`src/rtl/fps_pkg.sv`:
```
package fps_pkg;
  typedef enum logic [1:0] {
    KIND_PROG    = 2'd0,
    KIND_ERASE   = 2'd1,
    KIND_BYP_ON  = 2'd2,
    KIND_BYP_OFF = 2'd3
  } kind_e;

  typedef enum logic [1:0] {VD_WAIT, VD_PASS, VD_FAIL, VD_CONFIRM} verdict_e;
  typedef enum logic [2:0] {SQ_IDLE, SQ_WR, SQ_RD, SQ_RST, SQ_DONE} sq_state_e;
  typedef enum logic [1:0] {PH_IDLE, PH_SETUP, PH_ACT, PH_GAP} phase_e;

  typedef logic [2:0] step_t;

  localparam logic [10:0] ADR_KEY_A = 11'h555;
  localparam logic [10:0] ADR_KEY_B = 11'h2AA;

  localparam logic [7:0] CD_KEY1      = 8'hAA;
  localparam logic [7:0] CD_KEY2      = 8'h55;
  localparam logic [7:0] CD_PROG      = 8'hA0;
  localparam logic [7:0] CD_ERASE_PRE = 8'h80;
  localparam logic [7:0] CD_ERASE_ALL = 8'h10;
  localparam logic [7:0] CD_BYP_ON    = 8'h20;
  localparam logic [7:0] CD_BYP_X1    = 8'h90;
  localparam logic [7:0] CD_BYP_X2    = 8'h00;
  localparam logic [7:0] CD_READ      = 8'hF0;
endpackage

```
`src/rtl/fps_cmd_seq.sv`:
```
module fps_cmd_seq
  import fps_pkg::*;
#(
  parameter int AW = 16
) (
  input  kind_e          kind,
  input  logic           bypass,
  input  step_t          step,
  input  logic [AW-1:0]  tgt_addr,
  input  logic [7:0]     tgt_data,
  output logic [AW-1:0]  wr_addr,
  output logic [7:0]     wr_data,
  output logic           last
);
  localparam logic [AW-1:0] A_KEY_A = AW'(ADR_KEY_A);
  localparam logic [AW-1:0] A_KEY_B = AW'(ADR_KEY_B);

  always_comb begin
    wr_addr = A_KEY_A;
    wr_data = CD_KEY1;
    last    = 1'b0;
    unique case (kind)
      KIND_PROG: begin
        if (bypass) begin
          if (step == 3'd0) begin
            wr_data = CD_PROG;
          end else begin
            wr_addr = tgt_addr;
            wr_data = tgt_data;
            last    = 1'b1;
          end
        end else begin
          case (step)
            3'd0: ;
            3'd1: begin wr_addr = A_KEY_B; wr_data = CD_KEY2; end
            3'd2: wr_data = CD_PROG;
            default: begin wr_addr = tgt_addr; wr_data = tgt_data; last = 1'b1; end
          endcase
        end
      end
      KIND_ERASE: begin
        case (step)
          3'd0, 3'd3: ;
          3'd1, 3'd4: begin wr_addr = A_KEY_B; wr_data = CD_KEY2; end
          3'd2: wr_data = CD_ERASE_PRE;
          default: begin wr_data = CD_ERASE_ALL; last = 1'b1; end
        endcase
      end
      KIND_BYP_ON: begin
        case (step)
          3'd0: ;
          3'd1: begin wr_addr = A_KEY_B; wr_data = CD_KEY2; end
          default: begin wr_data = CD_BYP_ON; last = 1'b1; end
        endcase
      end
      default: begin
        wr_addr = '0;
        if (step == 3'd0) begin
          wr_data = CD_BYP_X1;
        end else begin
          wr_data = CD_BYP_X2;
          last    = 1'b1;
        end
      end
    endcase
  end
endmodule

```
`src/rtl/fps_bus_cycle.sv`:
```
module fps_bus_cycle
  import fps_pkg::*;
#(
  parameter int AW      = 16,
  parameter int T_SETUP = 1,
  parameter int T_WE_LO = 4,
  parameter int T_WE_HI = 3,
  parameter int T_ACC   = 6
) (
  input  logic           clk,
  input  logic           rst_n,
  input  logic           start,
  input  logic           is_wr,
  input  logic [AW-1:0]  addr_i,
  input  logic [7:0]     data_i,
  input  logic [7:0]     din,
  output logic           idle,
  output logic           done,
  output logic [2:0]     stat,
  output logic [AW-1:0]  addr_o,
  output logic [7:0]     dout,
  output logic           ce_n,
  output logic           oe_n,
  output logic           we_n
);
  localparam int TM1  = (T_SETUP > T_WE_LO) ? T_SETUP : T_WE_LO;
  localparam int TM2  = (T_WE_HI > T_ACC) ? T_WE_HI : T_ACC;
  localparam int TMAX = (TM1 > TM2) ? TM1 : TM2;
  localparam int CW   = (TMAX < 2) ? 1 : $clog2(TMAX);
  localparam logic [CW-1:0] C_SETUP = CW'(T_SETUP - 1);
  localparam logic [CW-1:0] C_WE_LO = CW'(T_WE_LO - 1);
  localparam logic [CW-1:0] C_WE_HI = CW'(T_WE_HI - 1);
  localparam logic [CW-1:0] C_ACC   = CW'(T_ACC - 1);

  phase_e          ph_q, ph_d;
  logic [CW-1:0]   cnt_q, cnt_d;
  logic            wr_q;
  logic [AW-1:0]   addr_q;
  logic [7:0]      data_q;
  logic [2:0]      stat_q;
  logic            load_req, load_stat, cnt_zero;
  logic            unused_din_low;

  assign unused_din_low = ^din[4:0];
  assign cnt_zero  = (cnt_q == '0);
  assign load_req  = start && (ph_q == PH_IDLE);
  assign load_stat = (ph_q == PH_ACT) && cnt_zero && !wr_q;

  always_comb begin
    ph_d  = ph_q;
    cnt_d = cnt_q;
    unique case (ph_q)
      PH_IDLE: if (start) begin ph_d = PH_SETUP; cnt_d = C_SETUP; end
      PH_SETUP: begin
        if (cnt_zero) begin
          ph_d  = PH_ACT;
          cnt_d = wr_q ? C_WE_LO : C_ACC;
        end else begin
          cnt_d = cnt_q - 1'b1;
        end
      end
      PH_ACT: begin
        if (cnt_zero) begin ph_d = PH_GAP; cnt_d = C_WE_HI; end
        else cnt_d = cnt_q - 1'b1;
      end
      default: begin
        if (cnt_zero) ph_d = PH_IDLE;
        else cnt_d = cnt_q - 1'b1;
      end
    endcase
  end

  always_ff @(posedge clk or negedge rst_n) begin
    if (!rst_n) begin
      ph_q   <= PH_IDLE;
      cnt_q  <= '0;
      wr_q   <= 1'b0;
      addr_q <= '0;
      data_q <= '0;
      stat_q <= '0;
    end else begin
      ph_q  <= ph_d;
      cnt_q <= cnt_d;
      if (load_req) begin
        wr_q   <= is_wr;
        addr_q <= addr_i;
        data_q <= data_i;
      end
      if (load_stat) stat_q <= din[7:5];
    end
  end

  assign idle   = (ph_q == PH_IDLE);
  assign done   = (ph_q == PH_GAP) && cnt_zero;
  assign stat   = stat_q;
  assign addr_o = addr_q;
  assign dout   = data_q;
  assign ce_n   = !((ph_q == PH_SETUP) || (ph_q == PH_ACT));
  assign we_n   = !((ph_q == PH_ACT) && wr_q);
  assign oe_n   = !((ph_q == PH_ACT) && !wr_q);
endmodule

```
`src/rtl/fps_poll_eval.sv`:
```
module fps_poll_eval
  import fps_pkg::*;
(
  input  logic      tog_mode,
  input  logic      confirming,
  input  logic      exp7,
  input  logic [2:0] cur,
  input  logic      prev6,
  output verdict_e  verdict
);
  logic settled;

  assign settled = tog_mode ? (cur[1] == prev6) : (cur[2] == exp7);

  always_comb begin
    if (settled)         verdict = VD_PASS;
    else if (confirming) verdict = VD_FAIL;
    else if (cur[0])     verdict = VD_CONFIRM;
    else                 verdict = VD_WAIT;
  end
endmodule

```
`src/rtl/flash_prog_seq.sv`:
```
module flash_prog_seq
  import fps_pkg::*;
#(
  parameter int AW      = 16,
  parameter int T_SETUP = 1,
  parameter int T_WE_LO = 4,
  parameter int T_WE_HI = 3,
  parameter int T_ACC   = 6
) (
  input  logic           clk,
  input  logic           rst_n,
  input  logic           req_valid,
  output logic           req_ready,
  input  logic [1:0]     req_kind,
  input  logic [AW-1:0]  req_addr,
  input  logic [7:0]     req_data,
  input  logic           req_toggle,
  output logic           done,
  output logic           pass,
  output logic [AW-1:0]  flash_addr,
  output logic [7:0]     flash_dout,
  input  logic [7:0]     flash_din,
  output logic           flash_ce_n,
  output logic           flash_oe_n,
  output logic           flash_we_n
);
  sq_state_e      st_q, st_d;
  step_t          step_q, step_d;
  kind_e          kind_q, req_kind_e;
  logic [AW-1:0]  tgt_addr_q;
  logic [7:0]     tgt_data_q;
  logic           tog_q;
  logic           byp_q, byp_d;
  logic           prev6_q, prev6_d;
  logic           primed_q, primed_d;
  logic           confirm_q, confirm_d;
  logic           result_q, result_d;
  logic           accept, req_ok, exp7;

  logic [AW-1:0]  seq_addr, bus_addr;
  logic [7:0]     seq_data, bus_data;
  logic           seq_last;
  logic           bus_start, bus_wr, bus_idle, bus_done;
  logic [2:0]     bus_stat;
  verdict_e       verdict;

  assign req_kind_e = kind_e'(req_kind);
  assign accept     = req_valid && (st_q == SQ_IDLE);
  assign exp7       = (kind_q == KIND_ERASE) ? 1'b1 : tgt_data_q[7];

  always_comb begin
    unique case (req_kind_e)
      KIND_PROG:    req_ok = 1'b1;
      KIND_ERASE,
      KIND_BYP_ON:  req_ok = !byp_q;
      default:      req_ok = byp_q;
    endcase
  end

  fps_cmd_seq #(.AW(AW)) u_cmd (
    .kind     (kind_q),
    .bypass   (byp_q),
    .step     (step_q),
    .tgt_addr (tgt_addr_q),
    .tgt_data (tgt_data_q),
    .wr_addr  (seq_addr),
    .wr_data  (seq_data),
    .last     (seq_last)
  );

  assign bus_start = ((st_q == SQ_WR) || (st_q == SQ_RD) || (st_q == SQ_RST)) && bus_idle;
  assign bus_wr    = (st_q != SQ_RD);

  always_comb begin
    bus_addr = tgt_addr_q;
    bus_data = seq_data;
    if (st_q == SQ_WR) begin
      bus_addr = seq_addr;
    end else if (st_q == SQ_RST) begin
      bus_addr = '0;
      bus_data = CD_READ;
    end
  end

  fps_bus_cycle #(
    .AW(AW), .T_SETUP(T_SETUP), .T_WE_LO(T_WE_LO), .T_WE_HI(T_WE_HI), .T_ACC(T_ACC)
  ) u_bus (
    .clk    (clk),
    .rst_n  (rst_n),
    .start  (bus_start),
    .is_wr  (bus_wr),
    .addr_i (bus_addr),
    .data_i (bus_data),
    .din    (flash_din),
    .idle   (bus_idle),
    .done   (bus_done),
    .stat   (bus_stat),
    .addr_o (flash_addr),
    .dout   (flash_dout),
    .ce_n   (flash_ce_n),
    .oe_n   (flash_oe_n),
    .we_n   (flash_we_n)
  );

  fps_poll_eval u_eval (
    .tog_mode   (tog_q),
    .confirming (confirm_q),
    .exp7       (exp7),
    .cur        (bus_stat),
    .prev6      (prev6_q),
    .verdict    (verdict)
  );

  always_comb begin
    st_d      = st_q;
    step_d    = step_q;
    byp_d     = byp_q;
    prev6_d   = prev6_q;
    primed_d  = primed_q;
    confirm_d = confirm_q;
    result_d  = result_q;
    unique case (st_q)
      SQ_IDLE: begin
        if (req_valid) begin
          step_d   = '0;
          result_d = 1'b0;
          st_d     = req_ok ? SQ_WR : SQ_DONE;
        end
      end
      SQ_WR: begin
        if (bus_done) begin
          if (!seq_last) begin
            step_d = step_q + 1'b1;
          end else if ((kind_q == KIND_PROG) || (kind_q == KIND_ERASE)) begin
            st_d      = SQ_RD;
            primed_d  = 1'b0;
            confirm_d = 1'b0;
          end else begin
            byp_d    = (kind_q == KIND_BYP_ON);
            result_d = 1'b1;
            st_d     = SQ_DONE;
          end
        end
      end
      SQ_RD: begin
        if (bus_done) begin
          if (tog_q && !primed_q) begin
            prev6_d  = bus_stat[1];
            primed_d = 1'b1;
          end else begin
            unique case (verdict)
              VD_PASS: begin result_d = 1'b1; st_d = SQ_DONE; end
              VD_FAIL: st_d = SQ_RST;
              VD_CONFIRM: begin
                confirm_d = 1'b1;
                prev6_d   = bus_stat[1];
                if (tog_q) primed_d = 1'b0;
              end
              default: prev6_d = bus_stat[1];
            endcase
          end
        end
      end
      SQ_RST: begin
        if (bus_done) begin
          result_d = 1'b0;
          st_d     = SQ_DONE;
        end
      end
      default: st_d = SQ_IDLE;
    endcase
  end

  always_ff @(posedge clk or negedge rst_n) begin
    if (!rst_n) begin
      st_q       <= SQ_IDLE;
      step_q     <= '0;
      byp_q      <= 1'b0;
      prev6_q    <= 1'b0;
      primed_q   <= 1'b0;
      confirm_q  <= 1'b0;
      result_q   <= 1'b0;
      kind_q     <= KIND_PROG;
      tgt_addr_q <= '0;
      tgt_data_q <= '0;
      tog_q      <= 1'b0;
    end else begin
      st_q      <= st_d;
      step_q    <= step_d;
      byp_q     <= byp_d;
      prev6_q   <= prev6_d;
      primed_q  <= primed_d;
      confirm_q <= confirm_d;
      result_q  <= result_d;
      if (accept) begin
        kind_q     <= req_kind_e;
        tgt_addr_q <= req_addr;
        tgt_data_q <= req_data;
        tog_q      <= req_toggle;
      end
    end
  end

  assign req_ready = (st_q == SQ_IDLE);
  assign done      = (st_q == SQ_DONE);
  assign pass      = done && result_q;
endmodule

```
`config.mk`:
```
export PLATFORM = sky130hd
export DESIGN_NAME = flash_prog_seq
export DESIGN_NICKNAME = d
export VERILOG_FILES = /design/src/rtl/fps_pkg.sv /design/src/rtl/fps_cmd_seq.sv /design/src/rtl/fps_bus_cycle.sv /design/src/rtl/fps_poll_eval.sv /design/src/rtl/flash_prog_seq.sv
export SDC_FILE = /design/constraint.sdc
export NUM_CORES = 1
export LEC_CHECK = 0
export BUFFER_PORTS_ARGS = -buffer_cell sky130_fd_sc_hd__clkbuf_2
export CAP_MARGIN = 20
export CORE_AREA = 2 2 72 108
export CTS_BUF_LIST = sky130_fd_sc_hd__clkbuf_4
export CTS_CLUSTER_SIZE = 10
export DETAILED_ROUTE_END_ITERATION = 8
export DIE_AREA = 0 0 74 110
export GPL_ROUTABILITY_DRIVEN = 0
export GPL_TIMING_DRIVEN = 0
export PLACE_DENSITY = 0.81
export SYNTH_ARGS = -nofsm -noshare
export SYNTH_HDL_FRONTEND = slang
export SYNTH_HIERARCHICAL = 1
export SYNTH_SLANG_ARGS = --single-unit
```
`constraint.sdc`:
```
create_clock -name clk -period 2.7 [get_ports clk]
set_input_delay 0.135 -clock clk [delete_from_list [all_inputs] [get_ports clk]]
set_output_delay 0.135 -clock clk [all_outputs]
set_load 0.02 [all_outputs]
```
---- Word-level counts from Yosys, hierarchy flattened ----
Cells that the tools add are included.
word-level totals
  output and inout bits ................... 30
  bits in registers ....................... 71
  input port bits ......................... 38
  logic and storage cells ................. 184
cells by class
  reduce and logical (&&, ||, !) cells .... 47
  mux-type cells .......................... 77
  add/subtract/negate cells ............... 2
  equality and inequality tests ........... 40
  bitwise gates (word level) .............. 1
operators with widths
  operator              count
  $pmux W8 S3           3
  $mux W16              4
  $mux W3               16
  $pmux W16 S3          1
  $mux W8               5
  $pmux W16 S2          1
  $mux W1               27
  $mux W11              2
  $reduce_and A7 Y1     3
  $ne A2 B2 Y1 const B  8
  $pmux W8 S2           1
  $mux W2               7
  $ne A2 B1 Y1 const B  7
  $eq A2 B2 Y1 const B  6
  $eq A3 B2 Y1 const B  4
  $pmux W3 S2           2
  $pmux W3 S4           1
  $reduce_and A4 Y1     3
  $reduce_or A2 Y1      6
  $logic_and A1 B1 Y1   10
  $logic_not A3 Y1      3
  $pmux W3 S3           1
  $reduce_and A9 Y1     1
  $eq A2 B1 Y1 const B  4
  22 further kinds      41

---- Logic depth before layout (Yosys ltp) ----
  depth after elaboration ................. 10
  mapped depth ............................ 10
  gate-level depth less buffers ........... 10

---- Cells and area by module ----
Netlist, hierarchy kept.
by module, submodules not included
  module          times used  cells each  area an instance (µm²)  sequential area each (µm²)
  flash_prog_seq  1           210         2100.8                  950.9
  fps_bus_cycle   1           109         1501.4                  825.8
  fps_cmd_seq     1           88          514.2                   0.0
  fps_poll_eval   1           6           45.0                    0.0

---- Worst setup path before layout ----
No wires, ideal clock.
  path type ............................... register -> register
  start ................................... register step_q[0]
  end ..................................... register step_q[2]
  setup time .............................. 66 ps
  stages on the path, launching flop included .. 9
  data required time ...................... 2634 ps
  data arrival time ....................... 2278 ps
  path buffers ............................ 1
  period minus slack after synthesis ...... 2344 ps
  path slack .............................. 356 ps
  cells stage by stage .................... dfrtp_1 or3_1 buf_2 a21oi_1 a21oi_1 nand3b_2 a211o_1 or4b_1 nand2_1
between the ends
  word-level cells in the longest chain between the ends .. 7
  elaborated cells between the ends (all ways) .. 20
  those cells by class .................... add/sub (1); eq/ne (5); mux (9); reduce/logical (5)
ends and longest elaborated chain
  element                               RTL line                              source
  start: declaration                    flash_prog_seq.sv:28                  step_t step_q, step_d;
  start signal: assignment              flash_prog_seq.sv:189                 step_q <= step_d;
  $eq A3 B2 Y1 (tied with other cells)  fps_cmd_seq.sv:33, fps_cmd_seq.sv:42
  $reduce_or A3 Y1 (no line)            --
  $mux W1                               fps_cmd_seq.sv:33                     case (step)
  $mux W1                               fps_cmd_seq.sv:24                     if (bypass) begin
  $pmux W1 S3 (*)                       fps_cmd_seq.sv:22                     unique case (kind)
  named net seq_last                    flash_prog_seq.sv:42                  logic seq_last;
  $ne A2 B2 Y1 (no line) (*)            --
  $reduce_and A4 Y1 (no line) (*)       --
The timed path passes the listed nets; every way through them passes the cells marked *. The select of a mux whose other input is x is not followed.
A chain may end at the register's enable or synchronous reset.

---- Worst setup path after layout ----
Same ends and word-level chain as after synthesis.

==> impl_table.tex <==
\begin{tabular}{lr}
\hline
Metric & Value \\
\hline
\multicolumn{2}{l}{\textbf{Outcome}} \\
\quad Outcome & completed \\
\multicolumn{2}{l}{\textbf{Final layout}} \\
\quad Util after Layout & 70.3\% \\
\quad Commonest non-fill, non-tap cell in the layout & sky130\_fd\_sc\_hd\_\_dfrtp\_1 \\
\quad Antenna Diode Count & 0 \\
\quad Area of the multi-input gates & 2210 um\^{}2 \\
\quad Nets@finish & 569 \\
\quad Synthesis-to-layout area growth & 21.3\% \\
\quad Post-layout instance count excluding filler cells & 623 \\
\quad Sequential cell area & 1780 um\^{}2 \\
\quad Top library cells by usage in the layout, fill and taps aside & sky130\_fd\_sc\_hd\_\_dfrtp\_1, sky130\_fd\_sc\_hd\_\_clkbuf\_2, sky130\_fd\_sc\_hd\_\_mux2\_2 \\
\quad Total of fill cells in the finished design & 550 \\
\quad Fraction of layout instances using a drive strength above 1 & 30.2\% \\
\multicolumn{2}{l}{\textbf{GRT}} \\
\quad Vias in the first global route & 3568 \\
\quad Total routing usage reported by global routing & 25.4\% \\
\quad Wire length of the first global-routing pass & 15.8 mm \\
\quad Congestion Overflow GR & 0 \\
\quad Met2 global-route usage & 46.7\% \\
\quad GR Util met1 & 27.7\% \\
\quad Routing layer with the top usage in global route & met2 \\
\quad Largest net degree at the start of global routing & 49 \\
\quad Met3 Track Usage GR & 5.18\% \\
\quad Number of antenna violations at the first check in global routing & 0 \\
\multicolumn{2}{l}{\textbf{Setup path}} \\
\quad Kind of start point of the critical path & flip-flop \\
\quad Required time at the endpoint of the critical path & 3070 ps \\
\quad Most Frequent Cell on Critical Path & sky130\_fd\_sc\_hd\_\_a21oi\_1 \\
\quad Kind of end point of the critical path & flip-flop \\
\quad Cell-by-cell listing of the critical path & or3\_1 -> buf\_2 -> a21oi\_1 -> a21oi\_1 -> nand3b\_2 -> a211o\_1 -> or4b\_1 -> nand2\_1 \\
\quad Worst path slowest cell & sky130\_fd\_sc\_hd\_\_or4b\_1 \\
\quad Arrival time of the worst setup path & 2970 ps \\
\quad Setup slack, reg-to-reg & 110 ps \\
\quad CP Max Fanout & 10 \\
\quad Launching point of the worst reg2reg path & step\_q[0] \\
\quad CP Class & flip-flop to flip-flop \\
\quad Worst reg2reg path endpoint & step\_q[2] \\
\quad Reg2Reg Depth & 8 \\
\quad Crit path largest cell delay & 510 ps \\
\multicolumn{2}{l}{\textbf{Synth}} \\
\quad Count of warnings emitted by yosys & 6 \\
\quad Avg Synthesized Cell Area & 10.1 um\^{}2 \\
\quad Cells after Synth & 413 \\
\quad Ys flop type & sky130\_fd\_sc\_hd\_\_dfrtp\_1 \\
\quad Number of synthesized flops with an enable pin & 0 \\
\quad Count of cell types in the netlist & 65 \\
\quad Largest area contributor in the netlist & sky130\_fd\_sc\_hd\_\_dfrtp\_1 \\
\quad Net count of the mapped netlist & 464 \\
\quad Netlist area before placement & 4160 um\^{}2 \\
\quad Number of register bits inferred by synthesis & 71 \\
\quad Async set-reset flop share out of synthesis & 100\% \\
\quad Area share of the largest cell type after synthesis & 42.7\% \\
\quad Share of synthesized area occupied by flip-flops and latches & 42.7\% \\
\quad Ranking of synthesized cells by area & sky130\_fd\_sc\_hd\_\_dfrtp\_1, sky130\_fd\_sc\_hd\_\_mux2\_2, sky130\_fd\_sc\_hd\_\_nand2b\_1 \\
\multicolumn{2}{l}{\textbf{Hold path}} \\
\quad Hold\_sp & req\_valid \\
\quad Endpoint of the worst hold path & result\_q \\
\quad Worst min path class & input port to flip-flop \\
\quad Worst Hold Depth & 3 \\
\multicolumn{2}{l}{\textbf{Timing}} \\
\quad Worst Max-Slew Pin Slew & 660 ps \\
\quad RSZ-0062 raised after global routing & false \\
\quad Final count of negative-setup-slack endpoints & 0 \\
\quad Normalized max-slew margin & 55.9\% \\
\quad Crit share post-route & 96.0\% \\
\quad Number of slew-limit violations in the final report & 0 \\
\quad Time the worst path needs with I/O delays and setup & 2590 ps \\
\quad Min setup slack post-route & 109 ps \\
\quad Total Negative Setup Slacks & 0 ps \\
\quad Number of hold violations in the final report & 0 \\
\quad Clock Skew & 17.7 ps \\
\quad Max frequency & 0.386 GHz \\
\multicolumn{2}{l}{\textbf{Detailed routing}} \\
\quad \# DRC & 0 \\
\quad Count of routing violations after the opening detailed-route iteration & 199 \\
\quad Total via count in the routed design & 3465 \\
\quad Avg WL per Cell & 15.1 um \\
\quad Count of nets left with antenna violations after detail routing & 0 \\
\quad 1st-pass router iterations & 4 \\
\quad Average vias per placed instance & 5.56 \\
\quad Routed wire length & 9.42 mm \\
\multicolumn{2}{l}{\textbf{Floorplanning}} \\
\quad Floorplan die area & 8140 um\^{}2 \\
\quad Initial core utilization & 58.0\% \\
\quad Std-Cell Rows & 38 \\
\quad I/O pins & 68 \\
\quad Die boundary width & 74 um \\
\quad Die H & 110 um \\
\quad Core outline area & 7180 um\^{}2 \\
\multicolumn{2}{l}{\textbf{Placed design}} \\
\quad Number of port buffers & 62 \\
\quad Cell total after placement & 576 \\
\quad Post-placement setup slack & 103 ps \\
\quad Half-perimeter wire length after detailed placement & 6.84 mm \\
\multicolumn{2}{l}{\textbf{Clock network}} \\
\quad Clock latency on the worst-skew pair & 430 ps \\
\quad TritonCTS clock tree & yes \\
\quad Clock edge transition at the registers on the reported setup and hold paths & 120 ps \\
\quad Number of buffers added by the clock tree synthesis step & 9 \\
\quad Count of clock tree sinks & 71 \\
\quad Deepest level of the CTS H-tree & 3 \\
\quad CTS root buf & sky130\_fd\_sc\_hd\_\_clkbuf\_4 \\
\quad Clock buffer depth & 2 \\
\multicolumn{2}{l}{\textbf{Pwr}} \\
\quad Peak supply drop & 0.842 mV \\
\quad Portion of total power attributed to combinational logic & 54.7\% \\
\quad Internal power of the cells & 3.16 mW \\
\quad Switching Power & 2.38 mW \\
\quad Static leakage & 2.35 nW \\
\quad Ratio of total power to cell area & 1100 nW/um\^{}2 \\
\quad Proportion of total power due to net switching & 42.9\% \\
\quad Part of the total power dissipated in sequential elements & 35.1\% \\
\quad Part of the power in the clock network & 10.2\% \\
\quad Pwr Total & 5.54 mW \\
\multicolumn{2}{l}{\textbf{Job}} \\
\quad Number of max-cap violations & 0 \\
\hline
\end{tabular}
-- state kept, by name (all words and copies together) (netlist names), 2 cells and up --
signal and flops:
tgt_addr_q 16, tgt_data_q 8, u_bus/stat 3, u_bus/dout 8, step_q 3, u_bus/addr_o 16, u_bus/cnt_q 3, kind_q 2
u_bus/ph_q 2, st_q 3
-- layer usage --
metal / share of wire (%) / routed length (um) / up-vias
met5: 0 / 0 / -
met4: 2.3 / 217 / 0
met3: 3.3 / 311 / 15
met2: 55 / 5150 / 78
met1: 40 / 3740 / 1698
li1: - / - / 1674
-- synth_stat cells, drive strengths merged, types with 7 or more instances --
cell,number
clkbuf,7
buf,14
nand2,30
dfrtp,71
a21oi,16
nor2b,7
nand2b,27
ha,13
nor2,21
o21ai,43
and2,11
mux2,55
inv,18
-- metrics by stage --
step	instance area [um^2]	hold slack, ps
2_1_floorplan	4160	-161
4_1_cts	5040	124
5_1_grt	5050	150
3_3_place_gp	4600	367
3_5_place_dp	4630	103
6_report	5050	160
-- cells by family after synthesis --
logic type | after synthesis | share of synthesized area [%]
AO/OA/AOI/OAI | 93 | 14.0
AND/OR/NAND/NOR | 135 | 18.6
adder cells (fa/ha/maj) | 14 | 4.15
XOR/XNOR | 3 | 0.632
flip-flops | 71 | 42.7
buffers and inverters | 39 | 4.27
multiplexers | 58 | 15.6
-- worst max-delay path by stage --
| stage | start | end | slack (ps) | depth (start not counted) |
|---|---|---|---|---|
| 6_report | step_q[0] | step_q[2] | 110 | 8 |
| 5_1_grt | step_q[0] | step_q[2] | 3 | 8 |
| 4_1_cts | step_q[0] | step_q[2] | 80 | 8 |
| 3_5_place_dp | step_q[0] | step_q[2] | 100 | 8 |
| 3_3_place_gp | step_q[0] | step_q[2] | 170 | 8 |
| 2_1_floorplan | step_q[0] | step_q[2] | 360 | 8 |
-- power groups by stage --
| stage | Sequential (mW) | Combinational [mW] | Clock, mW |
|---|---|---|---|
| after floorplan | 2.06 | 2.07 | 0 |
| after global placement | 1.93 | 2.85 | 0 |
| after detailed placement | 1.96 | 2.97 | 0 |
| after CTS | 1.94 | 3.02 | 0.591 |
| after global routing | 2.01 | 3.35 | 0.632 |
| final | 1.94 | 3.03 | 0.568 |
-- timing repair --
item	4_1_cts	5_1_grt
endpoints found under the hold margin	101	0
hold buffers	31	0
resized for setup	0	1
endpoints found under the setup margin	0	1
buffers inserted	0	0
-- cell type report --
class	count	area share, %
plain buffers	21	2.18
clock buffers	11	1.64
flip-flops and latches	71	35.2
repair buffers	94	12.9
clock inverters	5	0.496
inverters	18	1.34
well taps	100	2.48
multi-input cells	303	43.7
-- worst max-delay path: cells and delay by family (launching register included) --
family,cells,cell delay (ps)
flip-flops,1,490
AND/OR/NAND/NOR,4,1190
buffers and inverters,1,190
AO/OA/AOI/OAI,3,660
No activity file was read; power rests on OpenSTA's default activity.
